### src/rtl/mtsc_pkg.sv
`timescale 1ns/1ps
package mtsc_pkg;
   localparam int unsigned MTSC_CODE_W   = 3;
   localparam int unsigned MTSC_SYNC_LIM = 5;

   typedef logic [MTSC_CODE_W-1:0] mtsc_code_t;

   // decoded configuration shared between the decoder and the top
   typedef struct packed {
      logic       en;
      logic [2:0] nsync;
      logic [7:0] res;
   } mtsc_cfg_t;

   // turn-count width for a code, limited to the datapath width
   function automatic int unsigned mtsc_res_bits(input mtsc_code_t code,
                                                 input int unsigned step,
                                                 input int unsigned top,
                                                 input int unsigned lim);
      int unsigned r;
      if (code == '0)
         r = 0;
      else if (code == '1)
         r = top;
      else
         r = step * int'(code);
      if (r > lim) r = lim;
      return r;
   endfunction

   // number of synchronization bits for a code, 0 when disabled
   function automatic int unsigned mtsc_sync_bits(input mtsc_code_t code,
                                                  input int unsigned lim);
      int unsigned n;
      n = int'(code);
      if (n > lim) n = 0;
      return n;
   endfunction
endpackage

### src/rtl/mtsc_cfg_decode.sv
`timescale 1ns/1ps
module mtsc_cfg_decode
   import mtsc_pkg::*;
#(
   parameter int unsigned MT_W     = 32,
   parameter int unsigned SYNC_MAX = 5,
   parameter int unsigned RES_STEP = 4,
   parameter int unsigned RES_TOP  = 32
) (
   input  logic [MTSC_CODE_W-1:0] sync_code,
   input  logic [MTSC_CODE_W-1:0] reso_code,
   output mtsc_cfg_t              cfg,
   output logic [MT_W-1:0]        res_mask
);
   int unsigned res_w;
   int unsigned sync_n;

   always_comb begin
      res_w     = mtsc_res_bits(reso_code, RES_STEP, RES_TOP, MT_W);
      sync_n    = mtsc_sync_bits(sync_code, SYNC_MAX);
      cfg.res   = 8'(res_w);
      cfg.nsync = 3'(sync_n);
      cfg.en    = (res_w != 0) && (sync_n != 0);
   end

   // thermometer mask of the active turn-count bits
   for (genvar b = 0; b < MT_W; b++) begin : g_mask
      assign res_mask[b] = (res_w > b);
   end
endmodule

### src/rtl/mtsc_phase_cmp.sv
`timescale 1ns/1ps
module mtsc_phase_cmp #(
   parameter int unsigned SYNC_MAX = 5
) (
   input  logic [SYNC_MAX-1:0] sync_in,
   input  logic [SYNC_MAX-1:0] st_msbs,
   input  logic [2:0]          nsync,
   output logic                wrap,
   output logic                viol
);
   logic [SYNC_MAX:1] wrap_v;
   logic [SYNC_MAX:1] viol_v;

   // one comparator per possible sync-bit count
   for (genvar g = 1; g <= SYNC_MAX; g++) begin : g_width
      localparam int unsigned HALF = 1 << (g - 1);
      logic [g-1:0] rx_v;
      logic [g-1:0] lc_v;
      logic [g-1:0] diff;
      logic         far;

      assign rx_v = sync_in[g-1:0];
      assign lc_v = st_msbs[SYNC_MAX-1 -: g];
      assign diff = rx_v - lc_v;
      assign far  = ({1'b0, diff} > (g+1)'(HALF));
      assign wrap_v[g] = (rx_v < lc_v);

      if (g >= 2) begin : g_multi
         assign viol_v[g] = far || (diff == '0);
      end else begin : g_single
         assign viol_v[g] = far;
      end
   end

   always_comb begin
      wrap = 1'b0;
      viol = 1'b0;
      for (int k = 1; k <= SYNC_MAX; k++) begin
         if (nsync == 3'(k)) begin
            wrap = wrap_v[k];
            viol = viol_v[k];
         end
      end
   end
endmodule

### src/rtl/mtsc_turn_adj.sv
`timescale 1ns/1ps
module mtsc_turn_adj #(
   parameter int unsigned MT_W       = 32,
   parameter bit          RIPPLE_DEC = 1'b0
) (
   input  logic [MT_W-1:0] cnt,
   input  logic            dec,
   input  logic [MT_W-1:0] mask,
   output logic [MT_W-1:0] adj
);
   logic [MT_W-1:0] raw;

   if (RIPPLE_DEC) begin : g_ripple
      // explicit borrow chain
      logic [MT_W:0] brw;
      assign brw[0] = dec;
      for (genvar i = 0; i < MT_W; i++) begin : g_bit
         assign raw[i]   = cnt[i] ^ brw[i];
         assign brw[i+1] = brw[i] & ~cnt[i];
      end
   end else begin : g_sub
      assign raw = cnt - MT_W'(dec);
   end

   assign adj = raw & mask;
endmodule

### src/rtl/mtsc_corrector.sv
`timescale 1ns/1ps
module mtsc_corrector
   import mtsc_pkg::*;
#(
   parameter int unsigned MT_W       = 32,
   parameter int unsigned SYNC_MAX   = 5,
   parameter int unsigned RES_STEP   = 4,
   parameter int unsigned RES_TOP    = 32,
   parameter bit          RIPPLE_DEC = 1'b0
) (
   input  logic                   clk,
   input  logic                   rst_n,
   input  logic                   sample_vld,
   input  logic [MT_W-1:0]        mt_cnt_in,
   input  logic [SYNC_MAX-1:0]    sync_in,
   input  logic [SYNC_MAX-1:0]    st_msbs,
   input  logic [MTSC_CODE_W-1:0] sync_code,
   input  logic [MTSC_CODE_W-1:0] reso_code,
   input  logic                   startup,
   input  logic                   err_clr,
   output logic [MT_W-1:0]        mt_out,
   output logic                   out_vld,
   output logic                   mt_err,
   output logic                   mt_err_n
);
   // elaboration-time parameter checks
   if (SYNC_MAX < 1 || SYNC_MAX > MTSC_SYNC_LIM) begin : g_bad_sync
      $error("mtsc_corrector: SYNC_MAX out of range");
   end
   if (MT_W < 1) begin : g_bad_w
      $error("mtsc_corrector: MT_W must be positive");
   end
   if (RES_STEP * 6 > RES_TOP) begin : g_bad_res
      $error("mtsc_corrector: RES_TOP below largest stepped width");
   end

   mtsc_cfg_t       cfg;
   logic [MT_W-1:0] res_mask;
   logic            wrap;
   logic            viol;
   logic [MT_W-1:0] adj;
   logic            set_err;

   logic [MT_W-1:0] mt_q;
   logic            vld_q;
   logic            err_q;

   mtsc_cfg_decode #(
      .MT_W(MT_W), .SYNC_MAX(SYNC_MAX), .RES_STEP(RES_STEP), .RES_TOP(RES_TOP)
   ) i_cfg (
      .sync_code(sync_code),
      .reso_code(reso_code),
      .cfg(cfg),
      .res_mask(res_mask)
   );

   mtsc_phase_cmp #(.SYNC_MAX(SYNC_MAX)) i_cmp (
      .sync_in(sync_in),
      .st_msbs(st_msbs),
      .nsync(cfg.nsync),
      .wrap(wrap),
      .viol(viol)
   );

   mtsc_turn_adj #(.MT_W(MT_W), .RIPPLE_DEC(RIPPLE_DEC)) i_adj (
      .cnt(mt_cnt_in),
      .dec(wrap),
      .mask(res_mask),
      .adj(adj)
   );

   assign set_err = sample_vld & cfg.en & ~startup & viol;

   always_ff @(posedge clk or negedge rst_n) begin
      if (!rst_n) begin
         mt_q  <= '0;
         vld_q <= 1'b0;
         err_q <= 1'b0;
      end else begin
         vld_q <= sample_vld;
         if (sample_vld) mt_q <= cfg.en ? adj : '0;
         if (set_err)      err_q <= 1'b1;
         else if (err_clr) err_q <= 1'b0;
      end
   end

   assign mt_out   = mt_q;
   assign out_vld  = vld_q;
   assign mt_err   = err_q;
   assign mt_err_n = ~err_q;
endmodule

### config.mk
export PLATFORM = sky130hd
export DESIGN_NAME = mtsc_corrector
export DESIGN_NICKNAME = d
export VERILOG_FILES = /design/src/rtl/mtsc_pkg.sv /design/src/rtl/mtsc_cfg_decode.sv /design/src/rtl/mtsc_phase_cmp.sv /design/src/rtl/mtsc_turn_adj.sv /design/src/rtl/mtsc_corrector.sv
export SDC_FILE = /design/constraint.sdc
export NUM_CORES = 1
export LEC_CHECK = 0
export BUFFER_PORTS_ARGS = -buffer_cell sky130_fd_sc_hd__clkbuf_2
export CAP_MARGIN = 25
export CORE_MARGIN = 2
export CORE_UTILIZATION = 39
export CTS_CLUSTER_DIAMETER = 80
export CTS_CLUSTER_SIZE = 25
export DETAILED_ROUTE_END_ITERATION = 16
export GPL_ROUTABILITY_DRIVEN = 0
export PLACE_DENSITY = 0.65
export SLEW_MARGIN = 5
export SYNTH_ARGS = -nofsm -noshare
export SYNTH_HDL_FRONTEND = slang
export SYNTH_SLANG_ARGS = --single-unit
### constraint.sdc
create_clock -name clk -period 0.8 [get_ports clk]
set_input_delay 0.08 -clock clk [delete_from_list [all_inputs] [get_ports clk]]
set_output_delay 0.08 -clock clk [all_outputs]
set_load 0.02 [all_outputs]
* Word level (Yosys, flattened, before mapping)
Index checks and enable logic that the tools add are counted.
** Storage, ports and cells
- Register bits after elaboration :: 34
- Latch bits :: 0
- RAM bits :: 0
- ROM bits :: 0
- Logic and storage cells :: 92
- Memories :: 0
** Operators by class
- Add/subtract/negate cells :: 5
- Multiply operators :: 0
- Divide/modulo/power cells :: 0
- Magnitude comparators :: 43
- Equality and inequality tests :: 6
- Shift operators :: 0
- Multiplexer cells :: 16
- Bitwise logic cells :: 6
- Reductions and logical operators :: 13
** Operator list (count)
- $gt A32 B5 Y1 const B :: 16
- $gt A32 B4 Y1 const B :: 8
- $gt A32 B3 Y1 const B :: 4
- $mux W32 :: 3
- $gt A32 B1 Y1 const B :: 2
- $gt A32 B2 Y1 const B :: 2
- $reduce_bool A32 Y1 :: 2
- $and A32 B32 Y32 :: 1
- $gt A32 B6 Y1 const B :: 1
- $sub A32 B1 Y32 :: 1
- $mux W1 :: 11
- $eq A3 B3 Y1 const B :: 3
- $eq A3 B2 Y1 const B :: 2
- $gt A3 B3 Y1 const B :: 2
- $logic_not A3 Y1 :: 2
- $mux W6 :: 1
- $gt A5 B5 Y1 const B :: 1
- $logic_not A5 Y1 :: 1
- $lt A5 B5 Y1 :: 1
- $sub A5 B5 Y5 :: 1
- $gt A4 B4 Y1 const B :: 1
- $logic_not A4 Y1 :: 1
- $logic_or A1 B1 Y1 :: 4
- $lt A4 B4 Y1 :: 1
- 14 further kinds :: 17

* Depth between registers and ports, before layout
Gate-level depths: netlist of the first run.
- Word-level depth :: 11
- Depth in mapped cells :: 16
- Depth with buffers taken out :: 15

* By module
Synthesis of the first run repeated with hierarchy kept, for this count alone.
** Unflattened totals
- Cell total of the unflattened synthesis :: 390
- Area, all modules :: 3239.4 um2
** By module, submodules not included
- mtsc_corrector :: times used 1, cells an instance 144, area an instance 1418.9 um2, sequential area each 850.8 um2
- mtsc_turn_adj :: times used 1, cells an instance 129, area an instance 904.6 um2, sequential area each 0.0 um2
- mtsc_phase_cmp :: times used 1, cells an instance 67, area an instance 573.0 um2, sequential area each 0.0 um2
- mtsc_cfg_decode :: times used 1, cells an instance 50, area an instance 342.8 um2, sequential area each 0.0 um2

* Worst setup path before layout of the first run
Ideal clock, no wire load.
- Path kind :: input -> register
- Start point :: input port sync_in[0]
- End point :: register mt_q[22], in the netlist mt_out[22]
- Arrival time :: 2.692 ns
- Required time :: 0.680 ns
- Setup slack :: -2.012 ns
- Stages on the path :: 16
- Path buffers :: 1
- Cells stage by stage :: inv_1 -> ha_1 -> inv_1 -> a21o_1 -> a21oi_1 -> mux2i_1 -> o21ai_0 -> a22o_1 -> ha_1 -> or4b_1 -> clkbuf_1 -> nand3b_4 -> or3_4 -> nor4_4 -> xnor2_1 -> o2bb2ai_2
** On the way
- Longest elaborated chain between the ends :: 9
- Elaborated cells between the ends (all ways) :: 13
** Ends and longest elaborated chain
- start: declaration :: RTL line mtsc_corrector.sv:15 : input logic [SYNC_MAX-1:0] sync_in,
- $lt A1 B1 Y1 :: RTL line mtsc_phase_cmp.sv:26 : assign wrap_v[g] = (rx_v < lc_v);
- $mux W1 (4 in series) :: RTL line mtsc_phase_cmp.sv:39 : if (nsync == 3'(k)) begin
- $mux W1 * :: RTL line mtsc_phase_cmp.sv:39
- $sub A32 B1 Y32 * :: RTL line mtsc_turn_adj.sv:22 : assign raw = cnt - MT_W'(dec);
- $and A32 B32 Y32 * :: RTL line mtsc_turn_adj.sv:25 : assign adj = raw & mask;
- $mux W32 * :: RTL line mtsc_corrector.sv:81 : if (sample_vld) mt_q <= cfg.en ? adj : '0;
- end signal: assignment :: RTL line mtsc_corrector.sv:81
- end: declaration :: RTL line mtsc_corrector.sv:44 : logic [MT_W-1:0] mt_q;
Mark *: on every way between the ends. The rest lies on a longest branch, timed or not.
A chain may end at the register's enable or synchronous reset.

* Worst setup path after layout of the first run
- Start point :: input port st_msbs[2]
- End point :: register mt_q[22], in the netlist mt_out[22]
** On the way
- Longest elaborated chain between the ends :: 7
- Elaborated cells between the ends (all ways) :: 9
** Ends and longest elaborated chain
- start: declaration :: RTL line mtsc_corrector.sv:16 : input logic [SYNC_MAX-1:0] st_msbs,
- $lt A3 B3 Y1 :: RTL line mtsc_phase_cmp.sv:26
- $mux W1 (2 in series) :: RTL line mtsc_phase_cmp.sv:39
- $mux W1 * :: RTL line mtsc_phase_cmp.sv:39
- $sub A32 B1 Y32 * :: RTL line mtsc_turn_adj.sv:22
- $and A32 B32 Y32 * :: RTL line mtsc_turn_adj.sv:25
- $mux W32 * :: RTL line mtsc_corrector.sv:81
Marks and branches as above.

==> flow_metrics.tcl, run 1 <==
set metrics [dict create \
    critPathLaunchType "input port" \
    nets 506 \
    setup-tns-final_ns -54.85 \
    hold_viol 0 \
    yosysSeqAreaShare 0.350 \
    antenna_left 0 \
    grt_util_all_layers 0.216 \
    hold_start "startup" \
    cts_tree "yes" \
    power.density_nw_per_um2 1150 \
    synth_fp_nets 309 \
    worstPathRequired_ns 0.98 \
    drc 0 \
    fp.dieH_microns 83.0 \
    ios 88 \
    vias 2592 \
    grt_max_degree 35 \
    clock_latency_ns 0.29 \
    route.met2.wl_mm 4.14 \
    die_x_microns 83.0 \
    n_antenna_cell 0 \
    p_leak_nw 2.16 \
    drt_wl_total_mm 7.92 \
    syn_avg_cell_area_sq_um 10.3 \
    synth_common_cells "34 x dfrtp_1, 27 x o2bb2ai_1, 21 x xnor2_1" \
    nFillCells 384 \
    cp.arrival_ns 2.76 \
    grt_pass1_vias 2626 \
    violations "negative setup slack" \
    r2r_slack_ns -0.06 \
    async_flop_share 1.00 \
    cts_buffers 5 \
    cts_root_buf "clkbuf_8" \
    htree_levels 2 \
    grt_antenna_before_repair 0 \
    synth.distinct_cells 47 \
    dp_hpwl_mm 5.38 \
    outcome "finished, violations left" \
    fmax_mhz 388 \
    dieArea_sq_um 6880 \
    ir_drop_mv 1.01 \
    post-route-min-period_ns 2.58 \
    m1WireLength_mm 3.34 \
    cts.path.max_buffers 2 \
    finClkSkew_ns 0 \
    synth_top_area_frac 0.350 \
    p_total_mw 5.29 \
    path_class "in -> reg" \
    port_buffers 87 \
    relSlewSlack 0.404 \
    crit_fanout 4 \
    met3_wirelength_microns 329 \
    whs_ns 0.0773 \
    core_sq_um 5990 \
    overflow 0 \
    drt_iter0_drc 71 \
    final_core_util 0.769 \
    dr.pass1.iters 4 \
    top_layer "met4" \
    reg2reg_depth 2 \
    viasPerCell 5.10 \
    synth-edff-count 0 \
    syn_inst 237 \
    tightest_slew_ns 0.887 \
    synthFlopType "dfrtp_1" \
    finalNonFillerCells 508 \
    synth_most_common_cell "dfrtp_1" \
    crit_path_start "st_msbs[2]" \
    synth.ff_latch_count 34 \
    cts_num_sinks 34 \
    synthToLayoutAreaGrowth_pct 89.4 \
    wl_per_cell_microns 15.6 \
    layout_setup_ws_ns -1.78 \
    drv_cap 0 \
    period_share 3.22 \
    yosys_warnings 0 \
    grt_pass1_wl_mm 12.1 \
    cp-endpoint "mt_out[22]$_DFFE_PN0P_" \
    holdPathStages 3 \
    end_kind "flop" \
    rr_startpoint "mt_out[15]$_DFFE_PN0P_" \
    maxSlewViolCount 0 \
    worstReg2RegEnd "mt_out[15]$_DFFE_PN0P_" \
    drive_above_1_share 0.594 \
    rsz0062_at_grt "true" \
    synth.area.top_cells "dfrtp_1 35%, o2bb2ai_1 9.7%, ha_1 7.7%, xnor2_1 7.6%, xor2_1 6.1%" \
    yosys.area.top_type "dfrtp_1" \
    clk_pin_slew_worst_paths_ns 0.07 \
    finalSetupViolations 68 \
    start_util 0.406 \
    min-delay-path-class "in -> reg" \
    rows 28 \
    dp.cells 471 \
    syn_area_sq_um 2430 \
]
==> metal layers <==
layer	vias up	track usage
met3	10	0.0437
met2	68	0.376
met4	0	0.0522
met1	1251	0.274
li1	1263	-
met5	-	0
==> where the power goes <==
group          internal, mW  switching [mW]  total (mW)
Combinational          1.12           0.951        2.07
Sequential             1.84          0.0915        1.93
Clock                 0.664           0.625        1.29
==> placed cells by master, fill, tap and decap left out, types with 2 or more instances in the layout <==
cell type and instances:
buf_6 24, nor4_4 4, fa_2 2, dfrtp_1 34
nand3_1 4, nor3_1 4, nor3_4 5, buf_12 2
nand2_1 7, clkbuf_2 49, nor4_2 2, nand3b_1 2
clkbuf_8 23, xnor2_2 3, xor2_1 17, nor2_1 15
inv_1 7, or3_4 2, nor2_4 4, buf_4 99
ha_1 7, dlygate4sd3_1 3, a21oi_2 2, o2bb2ai_2 3
a21o_1 2, fa_1 2, o2bb2ai_1 25, or4_1 3
buf_8 2, a22o_1 5, o21ai_1 3, ha_4 8
xnor2_1 18, o21ai_0 3, clkbuf_16 2
==> critical path, stage by stage <==
cell and delay (ns):
clkbuf_2 0.14, inv_1 0.09, ha_4 0.24, a21oi_4 0.18, a21boi_2 0.09, o21ai_1 0.12, a22o_1 0.22, ha_4 0.15
or4b_4 0.45, nand3b_4 0.20, or3_4 0.39, nor4_4 0.15, xnor2_1 0.18, o2bb2ai_2 0.07
==> per-stage QoR <==
step	instance area, sq um	setup slack [ns]
floorplan	2540	-1.96
global placement	3660	-2.15
detailed placement	3660	-2.21
CTS	4280	-1.75
global route	4610	-1.90
finish	4610	-1.78
==> final cells by class <==
cell class              count  area, sq um  share of cell area
clock buffers               6         82.6              0.0179
flip-flops and latches     34          851               0.185
multi-input cells         184         1860               0.404
repair buffers            198         1640               0.357
well taps                  75         93.8              0.0204
inverters                  11         73.8              0.0160
==> state kept, by name (all words and copies together) (netlist names) <==
name     count
mt_err       1
out_vld      1
mt_out      32
==> timing repair <==
item                                    CTS  global route
setup buffers                            20             8
endpoints found under the hold margin    36             0
endpoints found under the setup margin   68            68
pin swaps                                29            24
hold buffers                              3             0
resized for setup                        71            83
==> worst min-delay path by stage <==
stage                                   to
floorplan               mt_err$_DFFE_PN0P_
global placement    mt_out[28]$_DFFE_PN0P_
finish                  mt_err$_DFFE_PN0P_
detailed placement  mt_out[28]$_DFFE_PN0P_
CTS                     mt_err$_DFFE_PN0P_
global route            mt_err$_DFFE_PN0P_
==> logic make-up after synthesis <==
| group | share of synthesized area |
|---|---|
| mux | 0.00412 |
| fa+ha+maj | 0.110 |
| buf+inv | 0.0324 |
| flops | 0.350 |
| compound gates | 0.182 |
| xor+xnor | 0.137 |
| simple gates | 0.185 |
No activity file was read; power rests on OpenSTA's default activity.
==> run 2: changes to the inputs <==
PLACE_DENSITY = 0.76   (was 0.65)
==> run 2 against run 1 <==
  * Sequential share of layout area shrank 0.73 points
  * Combinational power grew 9.7%
  * Register-to-register slack lost 0.08 ns
  * Setup slack lost 0.12 ns
  * Count of clock-buffer cells in the layout shrank 1
  * Clock skew is the same
  * The flow still finishes with violations (negative setup slack)
  * Sequential cell count is the same
  * Die area is the same
  * Total power grew 9.5%
  * Non-clock buffer count grew 17
  * Core utilization grew 3.2 points
  * Sequential power is essentially flat
==> flow_metrics.tcl, run 2 (same netlist as run 1, synthesis figures left out) <==
set metrics [dict create \
    wl_per_cell_microns 20.3 \
    switchingPower_mw 1.82 \
    cts_tree "yes" \
    maxSlewViolCount 0 \
    finClkSkew_ns 0 \
    violations "negative setup slack" \
    min-delay-path-class "in -> reg" \
    hold_viol 0 \
    power.share.clock 0.274 \
    holdPathEnd "mt_out[31]$_DFFE_PN0P_" \
    drv_cap 0 \
    dieArea_sq_um 6880 \
    final_core_util 0.800 \
    cts.path.max_buffers 2 \
    holdPathStages 3 \
    rows 28 \
    r2r_slack_ns -0.14 \
    final_area_sq_um 4790 \
    cts_num_sinks 34 \
    dp_slack_ns -2.20 \
    viasPerCell 5.56 \
    grt_pass1_wl_mm 13.8 \
    hold_start "mt_cnt_in[31]" \
    outcome "finished, violations left" \
    fp.dieH_microns 83.0 \
    setup-tns-final_ns -57.83 \
    grt_util_all_layers 0.245 \
    drt_wl_total_mm 10.7 \
    slowest_delay_ns 0.48 \
    dp_hpwl_mm 5.77 \
    drt_iter0_drc 204 \
    start_util 0.406 \
    pwr-share-seq 0.333 \
    rsz0062_at_grt "true" \
    synthToLayoutAreaGrowth_pct 97.1 \
    p_leak_nw 2.27 \
    vias 2935 \
    grt_max_degree 35 \
    dpl_cell_area_sq_um 3640 \
    tightest_slew_ns 0.704 \
    path_buf_inv 2 \
    p_total_mw 5.79 \
    path_class "in -> reg" \
    post-route-min-period_ns 2.69 \
    worstReg2RegEnd "mt_err$_DFFE_PN0P_" \
    relSlewSlack 0.526 \
    ios 88 \
    crit_chain "clkbuf_16 -> inv_16 -> ha_4 -> a21o_1 -> a21oi_2 -> mux2i_1 -> o21ai_1 -> a22o_1 -> ha_4 -> or4b_4 -> nand3b_4 -> or3_4 -> nor3_2 -> xnor2_1 -> o2bb2ai_1" \
    core_sq_um 5990 \
    grt_pass1_vias 2863 \
    grt_antenna_before_repair 1 \
    drive_above_1_share 0.622 \
    overflow 0 \
    cts_root_buf "clkbuf_8" \
    period_share 3.37 \
    clk_pin_slew_worst_paths_ns 0.07 \
    rr_startpoint "mt_err$_DFFE_PN0P_" \
    htree_levels 2 \
    port_buffers 87 \
    layout_setup_ws_ns -1.89 \
    clock_latency_ns 0.29 \
    antenna_left 0 \
    fmax_mhz 371 \
    worstPathRequired_ns 0.98 \
    path_delay_family "simple AND/OR/NAND/NOR gates" \
    reg2reg_depth 4 \
    power_frac_comb 0.392 \
    p_sw_frac 0.315 \
    end_kind "flop" \
    crit_top_cell "ha_4" \
    nets 523 \
    power.density_nw_per_um2 1210 \
    final_cell_mix "114 x buf_4, 48 x clkbuf_2, 34 x dfrtp_1, 26 x clkbuf_8, 24 x o2bb2ai_1" \
    cp.arrival_ns 2.87 \
    critPathLaunchType "input port" \
    cts_buffers 5 \
    die_x_microns 83.0 \
    finalSetupViolations 68 \
    worst_path_max_delay_cell "or4b_4" \
    drc 0 \
    ir_drop_mv 1.20 \
    dr.pass1.iters 5 \
    mostFrequentLayoutCell "buf_4" \
    intPower_mw 3.96 \
    largest_register_ffs 32 \
    crit_fanout 4 \
]
-- run 2: cell count changes in the layout (fill, tap and decap cells not counted), sizes merged --
cell	before	now
diode	0	1
bufinv	0	1
buf	127	141
clkinv	1	3
clkbuf	74	76
-- run 2: how the worst max path moves through the flow --
stage,start,to,slack [ns],cells past startpoint
floorplan,st_msbs[3],mt_out[25]$_DFFE_PN0P_,-1.96,15
global placement,st_msbs[3],mt_out[25]$_DFFE_PN0P_,-2.14,15
detailed placement,st_msbs[3],mt_out[25]$_DFFE_PN0P_,-2.20,15
CTS,sync_in[0],mt_out[25]$_DFFE_PN0P_,-1.74,15
global route,st_msbs[3],mt_out[28]$_DFFE_PN0P_,-2.03,17
finish,st_msbs[3],mt_out[25]$_DFFE_PN0P_,-1.89,15
-- run 2: stage by stage --
step	cells	hold WS (ns)
floorplan	237	-0.216
global placement	469	0.0556
detailed placement	469	0.0577
CTS	507	0.0924
global route	528	0.112
finish	528	0.113
-- run 2: worst register-to-register path, stage by stage (launching register included) --
cell	delay [ns]
dfrtp_1	0.40
inv_2	0.08
buf_4	0.13
buf_4	0.12
o32ai_2	0.10
-- run 2: cell type report --
cell class                 count  area (sq um)
multi-input combinational    184          1880
timing repair buffer         215          1780
fill                         280          1200
sequential                    34           851
tap                           75          93.8
inverter                      11          73.8
clock buffer                   5          68.8
clock inverter                 3          40.0
antenna                        1          2.50
-- run 2: power groups by stage --
| stage | Sequential, mW | Combinational, mW | Clock (mW) |
|---|---|---|---|
| 2_1_floorplan | 2.07 | 0.606 | 0 |
| 3_3_place_gp | 1.93 | 1.54 | 0 |
| 3_5_place_dp | 1.94 | 1.57 | 0 |
| 4_1_cts | 1.91 | 1.88 | 1.57 |
| 5_1_grt | 1.94 | 2.41 | 1.66 |
| 6_report | 1.93 | 2.27 | 1.59 |
-- run 2: per-layer routing --
layer  GRT usage  vias up  wire length [microns]
met5           0        -                      0
met4      0.0775        0                    558
met3      0.0408       48                    618
met2       0.445      167                   5370
met1       0.294     1420                   4150
li1            -     1300                      -
-- run 2: what timing repair did --
item	in CTS	in global routing
hold buffers	3	0
cloned	0	0
hold endpoints to repair	36	0
setup buffers	27	21
pin swaps	25	27
resized for setup	79	79
setup endpoints to repair	68	68
==> run 3: changes to the inputs <==
CORE_ASPECT_RATIO = 0.5   (was default)
CORE_UTILIZATION = 35   (was 39)
PLACE_DENSITY = 0.71   (was 0.76)
SLEW_MARGIN = default   (was 5)
==> run 3 against run 2 <==
  * The flow still finishes with violations (negative setup slack)
  * Register-to-register slack improved by 0.05 ns
  * Clock skew did not move
  * First-iteration DRC count fell by 21%
==> flow_metrics.tcl, run 3 (same netlist as run 1, synthesis figures left out) <==
set metrics [dict create \
    outcome "finished, violations left" \
    violations "negative setup slack" \
    rsz0062_at_grt "true" \
    path_delay_family "simple AND/OR/NAND/NOR gates" \
    final_cell_mix "103 x buf_4, 48 x clkbuf_2, 34 x dfrtp_1, 23 x o2bb2ai_1, 22 x buf_6" \
    dr.pass1.iters 4 \
    mostFrequentLayoutCell "buf_4" \
    grt_pass1_vias 2816 \
    cts_root_buf "clkbuf_16" \
    top_layer "met4" \
    critical_path_depth 15 \
    dieArea_sq_um 7670 \
    holdPathStages 3 \
    cts_tree "yes" \
    nets 507 \
    vias 2693 \
    worstReg2RegEnd "mt_out[15]$_DFFE_PN0P_" \
    met3_wirelength_microns 432 \
    cts_num_sinks 34 \
    power.density_nw_per_um2 1270 \
    rows 21 \
    post-route-min-period_ns 2.63 \
    viasPerCell 5.10 \
    tightest_slew_ns 0.600 \
    grt_util_all_layers 0.214 \
    grt_pass1_wl_mm 13.1 \
    path_class "in -> reg" \
    m1WireLength_mm 3.61 \
    largest_register_ffs 32 \
    maxSlewViolCount 0 \
    crit_path_start "sync_in[0]" \
    critPathLaunchType "input port" \
    ir_drop_mv 0.736 \
    wl_per_cell_microns 17.2 \
    drc 0 \
    dp_hpwl_mm 5.66 \
    multi_input_area_sq_um 1900 \
    rr_startpoint "mt_out[15]$_DFFE_PN0P_" \
    period_share 3.28 \
    drive_above_1_share 0.606 \
    crit_fanout 4 \
    finalSetupViolations 68 \
    ios 88 \
    path_buf_inv 2 \
    finClkSkew_ns 0 \
    synthToLayoutAreaGrowth_pct 94.0 \
    fmax_mhz 381 \
    drt_wl_total_mm 9.11 \
    end_kind "flop" \
    min-delay-path-class "in -> reg" \
    core_sq_um 6700 \
    cp-endpoint "mt_out[22]$_DFFE_PN0P_" \
    reg2reg_depth 2 \
    htree_levels 2 \
    antenna_left 0 \
    cts.path.max_buffers 2 \
    worstPathRequired_ns 0.97 \
    clock_latency_ns 0.27 \
    route.met2.wl_mm 4.79 \
    slowest_delay_ns 0.46 \
    port_buffers 87 \
    worst_path_max_delay_cell "or4b_4" \
    relSlewSlack 0.596 \
    fp.dieH_microns 62.9 \
    start_util 0.363 \
    grt_antenna_before_repair 0 \
    regArea_sq_um 851 \
    cts_buffers 5 \
    hold_viol 0 \
    setup-tns-final_ns -55.82 \
    layout_setup_ws_ns -1.83 \
    crit_chain "clkbuf_16 -> clkinv_8 -> ha_4 -> fa_2 -> nor2b_1 -> o21ai_1 -> a311o_1 -> a22o_1 -> ha_4 -> or4b_4 -> nand3b_4 -> or3_4 -> nor4_4 -> xnor2_1 -> o2bb2ai_2" \
    drt_iter0_drc 162 \
    crit_top_cell "ha_4" \
    p_leak_nw 2.24 \
    nFillCells 456 \
    grt_max_degree 35 \
    die_x_microns 122 \
    drv_cap 0 \
    overflow 0 \
    clk_pin_slew_worst_paths_ns 0.06 \
    cp.arrival_ns 2.79 \
    p_total_mw 6.00 \
    r2r_slack_ns -0.09 \
    n_antenna_cell 0 \
]
==> run 3: tightest hold or removal path, cell delays in order <==
cell	delay (ns)
clkbuf_2	0.08
or2_2	0.09
o32ai_1	0.08
==> run 3: how the worst min path moves through the flow <==
stage / startpoint / slack, ns / endpoint
3_5_place_dp: rst_n / 0.07 / mt_out[2]$_DFFE_PN0P_
2_1_floorplan: rst_n / -0.22 / mt_err$_DFFE_PN0P_
3_3_place_gp: rst_n / 0.05 / mt_out[2]$_DFFE_PN0P_
6_report: startup / 0.11 / mt_err$_DFFE_PN0P_
4_1_cts: startup / 0.09 / mt_err$_DFFE_PN0P_
5_1_grt: startup / 0.10 / mt_err$_DFFE_PN0P_
==> run 3: repair_timing <==
action,4_1_cts,5_1_grt
endpoints found under the hold margin,36,0
gates resized for setup,74,90
setup buffers,22,12
hold buffers,3,0
endpoints found under the setup margin,68,68
pin swaps,15,24
==> run 3: stage by stage <==
stage	utilization	cell area [sq um]	setup slack (ns)	instances	hold slack (ns)
finish	0.704	4720	-1.83	528	0.108
global route	0.704	4720	-1.96	528	0.101
CTS	0.648	4340	-1.79	518	0.0890
detailed placement	0.545	3650	-2.24	486	0.0677
global placement	0.545	3650	-2.17	486	0.0535
floorplan	-	2540	-1.96	237	-0.216
==> run 3: final cells by class <==
type / count / share of cell area
Clock buffer: 7 / 0.0302
Multi-Input combinational cell: 184 / 0.403
Clock inverter: 1 / 0.00106
Tap cell: 92 / 0.0244
Timing Repair Buffer: 199 / 0.345
Sequential cell: 34 / 0.180
Inverter: 11 / 0.0156
==> run 3: where the power goes <==
group	internal, mW	switching, mW	total, mW	leakage, nW
logic	1.12	0.965	2.08	1.71
registers	1.84	0.0980	1.94	0.454
clock network	1.23	0.741	1.98	0.0739
total	4.19	1.80	6.00	2.24
==> run 3: per-layer routing <==
metal / global-route usage / vias to the layer above
li1: - / 1270
met1: 0.250 / 1309
met2: 0.399 / 90
met3: 0.0347 / 24
met4: 0.0718 / 0
met5: 0 / -
